--- config.mk ---
export PLATFORM = sky130hd
export DESIGN_NAME = pp_timer_top
export DESIGN_NICKNAME = d
export VERILOG_FILES = /design/src/rtl/pp_timer_pkg.sv /design/src/rtl/pp_timer_cnt.sv /design/src/rtl/pp_timer_regs.sv /design/src/rtl/pp_timer_outmux.sv /design/src/rtl/pp_timer_top.sv
export SDC_FILE = /design/constraint.sdc
export NUM_CORES = 1
export LEC_CHECK = 0
export ABC_AREA = 0
export BUFFER_PORTS_ARGS = -buffer_cell sky130_fd_sc_hd__buf_2
export CAP_MARGIN = 20
export CORE_MARGIN = 5
export CORE_UTILIZATION = 50
export CTS_CLUSTER_DIAMETER = 80
export DETAILED_ROUTE_END_ITERATION = 8
export PLACE_DENSITY_LB_ADDON = 0.3
export SLEW_MARGIN = 20
export SYNTH_ARGS = -nofsm -noshare
export SYNTH_HDL_FRONTEND = slang
export SYNTH_SLANG_ARGS = --single-unit
--- constraint.sdc ---
create_clock -name clk -period 2.5 [get_ports clk]
set_input_delay 0.25 -clock clk [delete_from_list [all_inputs] [get_ports clk]]
set_output_delay 0.25 -clock clk [all_outputs]
set_load 0.03 [all_outputs]
--- src/rtl/pp_timer_pkg.sv ---
`timescale 1ns/1ps
package pp_timer_pkg;

  typedef enum logic [1:0] {
    CMB_AND  = 2'd0,
    CMB_OR   = 2'd1,
    CMB_NOR  = 2'd2,
    CMB_NAND = 2'd3
  } cmb_fn_e;

  localparam logic [2:0] ADR_CTRL   = 3'd0;
  localparam logic [2:0] ADR_FLAG   = 3'd1;
  localparam logic [2:0] ADR_ROUTE  = 3'd2;
  localparam logic [2:0] ADR_RLD_A  = 3'd3;
  localparam logic [2:0] ADR_RLD_B0 = 3'd4;

  localparam int CTL_RUN_A  = 0;
  localparam int CTL_RUN_B  = 1;
  localparam int CTL_CONT_A = 2;
  localparam int CTL_CONT_B = 3;
  localparam int CTL_PP     = 4;

  // Combines the two timer outputs under the selected function.
  function automatic logic combine(input cmb_fn_e f, input logic a, input logic b);
    case (f)
      CMB_AND:  return a & b;
      CMB_OR:   return a | b;
      CMB_NOR:  return ~(a | b);
      default:  return ~(a & b);
    endcase
  endfunction

endpackage

--- src/rtl/pp_timer_cnt.sv ---
`timescale 1ns/1ps
module pp_timer_cnt #(
  parameter int W = 8
) (
  input  logic         clk,
  input  logic         rst_n,
  input  logic         run,
  input  logic         tick,
  input  logic [W-1:0] reload,
  output logic         tc,
  output logic         tout
);

  logic [W-1:0] cnt;
  logic         run_d;
  logic         start;

  // Last counting step: a value of 1 or 0 ends the pass.
  function automatic logic at_last(input logic [W-1:0] c);
    return (c <= W'(1));
  endfunction

  function automatic logic [W-1:0] step(input logic [W-1:0] c, input logic [W-1:0] rl);
    return at_last(c) ? rl : c - W'(1);
  endfunction

  assign start = run & ~run_d;
  assign tc    = run & ~start & tick & at_last(cnt);

  always_ff @(posedge clk or negedge rst_n) begin
    if (!rst_n) begin
      cnt   <= '0;
      run_d <= 1'b0;
      tout  <= 1'b0;
    end else begin
      run_d <= run;
      if (start)
        cnt <= reload;
      else if (run && tick)
        cnt <= step(cnt, reload);
      if (tc)
        tout <= ~tout;
    end
  end

  // a rising run enable loads the reload value
  p_load_r2: assert property (@(posedge clk) disable iff (!rst_n)
    start |=> cnt == $past(reload));

  // no tick, no movement
  p_freeze_r4: assert property (@(posedge clk) disable iff (!rst_n)
    (run && !tick && !start) |=> $stable(cnt));

endmodule

--- src/rtl/pp_timer_regs.sv ---
`timescale 1ns/1ps
module pp_timer_regs
  import pp_timer_pkg::*;
#(
  parameter int A_W   = 8,
  parameter int B_W   = 16,
  parameter int NPINS = 3
) (
  input  logic             clk,
  input  logic             rst_n,
  input  logic             cfg_we,
  input  logic [2:0]       cfg_addr,
  input  logic [7:0]       cfg_wdata,
  input  logic             tc_a,
  input  logic             tc_b,
  output logic             run_a,
  output logic             run_b,
  output logic             tmo_a,
  output logic             tmo_b,
  output cmb_fn_e          cmb_fn,
  output logic [NPINS-1:0] pin_sel,
  output logic [A_W-1:0]   reload_a,
  output logic [B_W-1:0]   reload_b
);

  localparam int B_BYTES = (B_W + 7) / 8;

  logic cont_a, cont_b, pp_en;
  logic wr_ctrl, wr_flag, wr_route;
  logic run_a_n, run_b_n;
  logic [B_BYTES*8-1:0] reload_b_pad;

  assign wr_ctrl  = cfg_we && (cfg_addr == ADR_CTRL);
  assign wr_flag  = cfg_we && (cfg_addr == ADR_FLAG);
  assign wr_route = cfg_we && (cfg_addr == ADR_ROUTE);
  assign reload_b = reload_b_pad[B_W-1:0];

  // Run-token update: hardware stop/hand-off, then a software write replaces it.
  always_comb begin
    run_a_n = run_a;
    run_b_n = run_b;
    if (tc_a && (pp_en || !cont_a)) run_a_n = 1'b0;
    if (tc_b && (pp_en || !cont_b)) run_b_n = 1'b0;
    if (tc_a && pp_en) run_b_n = 1'b1;
    if (tc_b && pp_en) run_a_n = 1'b1;
    if (wr_ctrl) begin
      run_a_n = cfg_wdata[CTL_RUN_A];
      run_b_n = cfg_wdata[CTL_RUN_B] &&
                !(cfg_wdata[CTL_PP] && cfg_wdata[CTL_RUN_A]);
    end
  end

  always_ff @(posedge clk or negedge rst_n) begin
    if (!rst_n) begin
      run_a    <= 1'b0;
      run_b    <= 1'b0;
      cont_a   <= 1'b0;
      cont_b   <= 1'b0;
      pp_en    <= 1'b0;
      tmo_a    <= 1'b0;
      tmo_b    <= 1'b0;
      cmb_fn   <= CMB_AND;
      pin_sel  <= '0;
      reload_a <= '0;
    end else begin
      run_a <= run_a_n;
      run_b <= run_b_n;
      if (wr_ctrl) begin
        cont_a <= cfg_wdata[CTL_CONT_A];
        cont_b <= cfg_wdata[CTL_CONT_B];
        pp_en  <= cfg_wdata[CTL_PP];
      end
      tmo_a <= tc_a | (tmo_a & ~(wr_flag & cfg_wdata[0]));
      tmo_b <= tc_b | (tmo_b & ~(wr_flag & cfg_wdata[1]));
      if (wr_route) begin
        cmb_fn  <= cmb_fn_e'(cfg_wdata[1:0]);
        pin_sel <= cfg_wdata[2 +: NPINS];
      end
      if (cfg_we && cfg_addr == ADR_RLD_A)
        reload_a <= cfg_wdata[A_W-1:0];
    end
  end

  for (genvar i = 0; i < B_BYTES; i++) begin : g_rld_b
    always_ff @(posedge clk or negedge rst_n) begin
      if (!rst_n)
        reload_b_pad[8*i +: 8] <= '0;
      else if (cfg_we && cfg_addr == ADR_RLD_B0 + 3'(i))
        reload_b_pad[8*i +: 8] <= cfg_wdata;
    end
  end

  // a single-pass timer stops itself at terminal count
  p_single_stop_r2: assert property (@(posedge clk) disable iff (!rst_n)
    (tc_a && !pp_en && !cont_a && !wr_ctrl) |=> !run_a);

  // terminal count always raises the flag, clear or not
  p_tmo_set_a_r5: assert property (@(posedge clk) disable iff (!rst_n)
    tc_a |=> tmo_a);
  p_tmo_set_b_r5: assert property (@(posedge clk) disable iff (!rst_n)
    tc_b |=> tmo_b);

  // hand-off from A to B
  p_handoff_r6: assert property (@(posedge clk) disable iff (!rst_n)
    (tc_a && pp_en && !tc_b && !wr_ctrl) |=> (run_b && !run_a));

  // simultaneous start under alternation favours A
  p_both_start_r7: assert property (@(posedge clk) disable iff (!rst_n)
    (wr_ctrl && cfg_wdata[CTL_PP] && cfg_wdata[CTL_RUN_A] && cfg_wdata[CTL_RUN_B])
      |=> (run_a && !run_b));

  // without alternation, A's end does not wake B
  p_no_handoff_r8: assert property (@(posedge clk) disable iff (!rst_n)
    (tc_a && !pp_en && !run_b && !tc_b && !wr_ctrl) |=> !run_b);

endmodule

--- src/rtl/pp_timer_outmux.sv ---
`timescale 1ns/1ps
module pp_timer_outmux
  import pp_timer_pkg::*;
#(
  parameter int NPINS = 3
) (
  input  logic             tout_a,
  input  logic             tout_b,
  input  cmb_fn_e          cmb_fn,
  input  logic [NPINS-1:0] pin_sel,
  input  logic [NPINS-1:0] port_d,
  output logic [NPINS-1:0] pin_q
);

  logic mixed;
  assign mixed = combine(cmb_fn, tout_a, tout_b);

  for (genvar i = 0; i < NPINS; i++) begin : g_pin
    logic src;
    if (i == 1) begin : g_a
      assign src = tout_a;
    end else if (i == 2) begin : g_b
      assign src = tout_b;
    end else begin : g_mix
      assign src = mixed;
    end
    assign pin_q[i] = pin_sel[i] ? src : port_d[i];
  end

endmodule

--- src/rtl/pp_timer_top.sv ---
`timescale 1ns/1ps
module pp_timer_top
  import pp_timer_pkg::*;
#(
  parameter int A_W   = 8,
  parameter int B_W   = 16,
  parameter int NPINS = 3
) (
  input  logic             clk,
  input  logic             rst_n,
  input  logic             tick,
  input  logic             cfg_we,
  input  logic [2:0]       cfg_addr,
  input  logic [7:0]       cfg_wdata,
  input  logic [NPINS-1:0] port_d,
  output logic [NPINS-1:0] pin_q,
  output logic             run_a,
  output logic             run_b,
  output logic             tmo_a,
  output logic             tmo_b,
  output logic             tout_a,
  output logic             tout_b
);

  logic             tc_a, tc_b;
  cmb_fn_e          cmb_fn;
  logic [NPINS-1:0] pin_sel;
  logic [A_W-1:0]   reload_a;
  logic [B_W-1:0]   reload_b;

  pp_timer_regs #(.A_W(A_W), .B_W(B_W), .NPINS(NPINS)) regs_i (
    .clk(clk), .rst_n(rst_n),
    .cfg_we(cfg_we), .cfg_addr(cfg_addr), .cfg_wdata(cfg_wdata),
    .tc_a(tc_a), .tc_b(tc_b),
    .run_a(run_a), .run_b(run_b), .tmo_a(tmo_a), .tmo_b(tmo_b),
    .cmb_fn(cmb_fn), .pin_sel(pin_sel),
    .reload_a(reload_a), .reload_b(reload_b)
  );

  pp_timer_cnt #(.W(A_W)) cnt_a_i (
    .clk(clk), .rst_n(rst_n), .run(run_a), .tick(tick),
    .reload(reload_a), .tc(tc_a), .tout(tout_a)
  );

  pp_timer_cnt #(.W(B_W)) cnt_b_i (
    .clk(clk), .rst_n(rst_n), .run(run_b), .tick(tick),
    .reload(reload_b), .tc(tc_b), .tout(tout_b)
  );

  pp_timer_outmux #(.NPINS(NPINS)) mux_i (
    .tout_a(tout_a), .tout_b(tout_b), .cmb_fn(cmb_fn),
    .pin_sel(pin_sel), .port_d(port_d), .pin_q(pin_q)
  );

  // under alternation the token is held by at most one timer
  p_one_token_r6: assert property (@(posedge clk) disable iff (!rst_n)
    ($past(run_a && !run_b) && !$past(cfg_we)) |-> !(run_a && run_b));

endmodule

==> impl_metrics.yaml <==
timing:
  period_minus_slack_ns: 2.142
  max_slew_margin: 0.5398
  finalHoldViolations: 0
  post-route-period-util: 0.8570
  fmaxAchievable_mhz: 466.8
  setup_violations: 0
  tightestPinTransition_ns: 0.6903
  rsz0062_at_grt: "false"
  setup_tns_ns: 0
  finalMaxSlewViolations: 0
  worst_hold_slack_ns: 0.1547
  finClkSkew_ns: 0.008460
yosys:
  synthSimpleGateAreaFrac: 0.1695
  synth_top_family_by_area: "simple AND/OR/NAND/NOR gates"
  synth_compound_area_frac: 0.1555
  ys_seq_area_frac: 0.4865
  async_reset_ff_frac: 1.000
  yosys_warnings: 0
  ys_ff_latch: 64
  syn-cell-area_um2: 3292
  synth.distinct_cells: 52
  synth-main-ff-cell: "dfrtp_1"
  syn_nets: 330
  synth_xor_xnor_area_share: 0.005321
  synthMuxAreaShare: 0.1315
  syn-mean-instance-area_um2: 10.69
  synthAdderAreaFrac: 0.01520
  synth_edf_count: 0
  syn_inst: 308
hold_path:
  hold_class: "in2reg"
  hp-start: "cfg_wdata[7]"
  whs_endpoint: "regs_i.reload_b[15]"
  hold_path_depth: 2
route:
  antenna_left: 0
  drt_iter0_drc: 143
  via_per_inst: 5.805
  drt-total-wl_um: 6904
  vias: 2467
  firstDrtPassIters: 4
  wire_per_inst_um: 16.24
  drc_errors: 0
finish:
  drive_above_1_share: 0.1925
  seq_area_um2: 1602
  antennaDiodeCount: 0
  nFillCells: 542
  nets: 365
  multi_input_area_um2: 1570
  final_common_cell: "dfrtp_1"
  layout_common_cells: "dfrtp_1 (64), nand2_1 (32), mux2_1 (31), o21ai_1 (26), buf_2 (26)"
  area_delta_synth_final_pct: 13.07
pwr:
  peakVddDrop_uv: 690.8
  powerDensity_nw_per_um2: 1119
  p_leak_nw: 1.605
die:
  start_util: 0.5155
  row_count: 29
  ioPinCount: 27
  die_w_um: 91.14
  dieHeight_um: 91.14
  core_area_um2: 6386
  dieArea_um2: 8307
clock_tree:
  cts_root_buf: "clkbuf_8"
  clk_pin_slew_ns: 0.07
  htreeDepth: 3
  cts_buffers: 9
  clkSinkCount: 64
  cts_buffer_depth: 2
  cts_tree: "built"
  clk-insertion-delay-late_ns: 0.34
place:
  port_buffers: 26
  place_congestion: 0.8607
  dp_hpwl_um: 4985
setup_path:
  worstSetupStartpoint: "cnt_b_i.cnt[0]"
  reg2reg_slack_ns: 0.36
  crit_fanout: 7
  r2r_cells: 7
  worstSetupPathType: "reg2reg"
  cp-end-kind: "register"
  timing.rr.start: "cnt_b_i.cnt[0]"
  required_ns: 2.73
  worstSetupStartpointType: "register"
  r2r-end: "cnt_b_i.cnt[12]"
  cp_data_arrival_time_ns: 2.37
job:
  drv_cap: 0
global_route:
  grt_overflow: 0
  grt_pass1_wl_um: 11910
  grt_max_degree: 37
  antenna_found_initial: 0
  gr-usage-all-layers: 0.1776
  grt_pass1_vias: 2418
outcome:
  status: "finished, final reports clean"
report_power, final:
part | switching (mW) | internal [mW]
clock network | 0.426 | 0.470
registers | 0.394 | 1.38
logic | 0.861 | 0.638
total | 1.68 | 2.49
cell usage after synthesis, types with 2 or more instances:
master     instances  share of area
nand4b_1           2         0.0053
nor3_2             2         0.0061
o22ai_1            4         0.0076
inv_1             12          0.014
mux2_2             3          0.010
a21oi_1           12          0.018
and3_1             2         0.0038
dfrtp_1           64           0.49
nor3_1            10          0.015
a21boi_1           3         0.0068
or4_1              2         0.0046
nor4_1             7          0.013
or4_4              2         0.0068
a2bb2oi_1          4          0.011
buf_4              2         0.0046
a22oi_1            3         0.0068
nand2_1           32          0.036
nand3_1           11          0.017
o211ai_1           4         0.0091
o2bb2ai_1          3         0.0080
mux2i_1            5          0.015
a21oi_2            4          0.011
or3_1              3         0.0057
nor3b_1            2         0.0046
mux2_1            31           0.11
ha_1               4          0.015
nand4_1            2         0.0038
nor2_1            14          0.016
o21ai_0            3         0.0046
buf_6              4          0.014
o21a_1             2         0.0046
o21ai_1           26          0.040
clkbuf_1           4         0.0046
nor4_4             2          0.013
stage by stage:
step	utilization	power (mW)	std cells	setup WS (ns)	cell area, um2
2_1_floorplan	-	2.912	308	0.5517	3292
3_5_place_dp	0.5494	3.284	408	0.3776	3508
4_1_cts	0.5829	4.198	425	0.3523	3722
6_report	0.5829	4.167	425	0.3576	3722
5_1_grt	0.5829	4.487	425	0.07934	3722
3_3_place_gp	0.5494	3.225	408	0.4253	3508
worst max-delay path by stage:
stage | to | slack, ns
2_1_floorplan | cnt_b_i.cnt[12] | 0.55
3_3_place_gp | cnt_b_i.cnt[12] | 0.43
3_5_place_dp | cnt_b_i.cnt[12] | 0.38
4_1_cts | cnt_b_i.cnt[12] | 0.35
5_1_grt | cnt_b_i.cnt[12] | 0.08
6_report | cnt_b_i.cnt[12] | 0.36
cell type report:
| type | instances | share of cell area |
|---|---|---|
| clock buffers | 9 | 0.03328 |
| flip-flops and latches | 64 | 0.4303 |
| clock inverters | 7 | 0.02151 |
| repair buffers | 34 | 0.05513 |
| well taps | 77 | 0.02588 |
| inverters | 12 | 0.01210 |
| multi-input cells | 222 | 0.4218 |
cell families after synthesis:
kind of cell,Yosys count
DFF,64
and+or+nand+nor,100
buffers and inverters,22
adders and majority gates,4
xor gates and xnor gates,2
muxes,39
AOI/OAI and AO/OA,77
what timing repair did:
| item | CTS | global route |
|---|---|---|
| hold buffers | 1 | 0 |
| endpoints found under the hold margin | 28 | 0 |
| gates resized for setup | 0 | 0 |
| buffers inserted | 0 | 0 |
routing by layer:
layer  wire [um]  GRT usage  up-vias
met3         263    0.03140        8
li1            -          -     1203
met5           0          0        -
met4         109    0.07702        0
met2        3183     0.2650       50
met1        3348     0.2543     1206
critical path: stages, from the launching register on:
cell     delay [ns]
dfrtp_1        0.41
inv_1          0.11
ha_1           0.23
nor3b_1        0.34
nand2_1        0.22
o41ai_1        0.35
a21oi_1        0.07
a311o_1        0.31
sequential cells by signal, indices dropped and copies added, names as in the netlist:
register,cells
regs_i.pp_en,1
regs_i.cont_b,1
cnt_a_i.cnt,8
cnt_a_i.run_d,1
cnt_b_i.cnt,16
regs_i.run_b,1
cnt_b_i.run_d,1
cnt_a_i.tout,1
regs_i.reload_a,8
regs_i.reload_b,16
regs_i.tmo_b,1
regs_i.pin_sel,3
regs_i.run_a,1
cnt_b_i.tout,1
regs_i.tmo_a,1
regs_i.cont_a,1
regs_i.cmb_fn,2
Note: power is estimated with default switching activity, not from simulation.
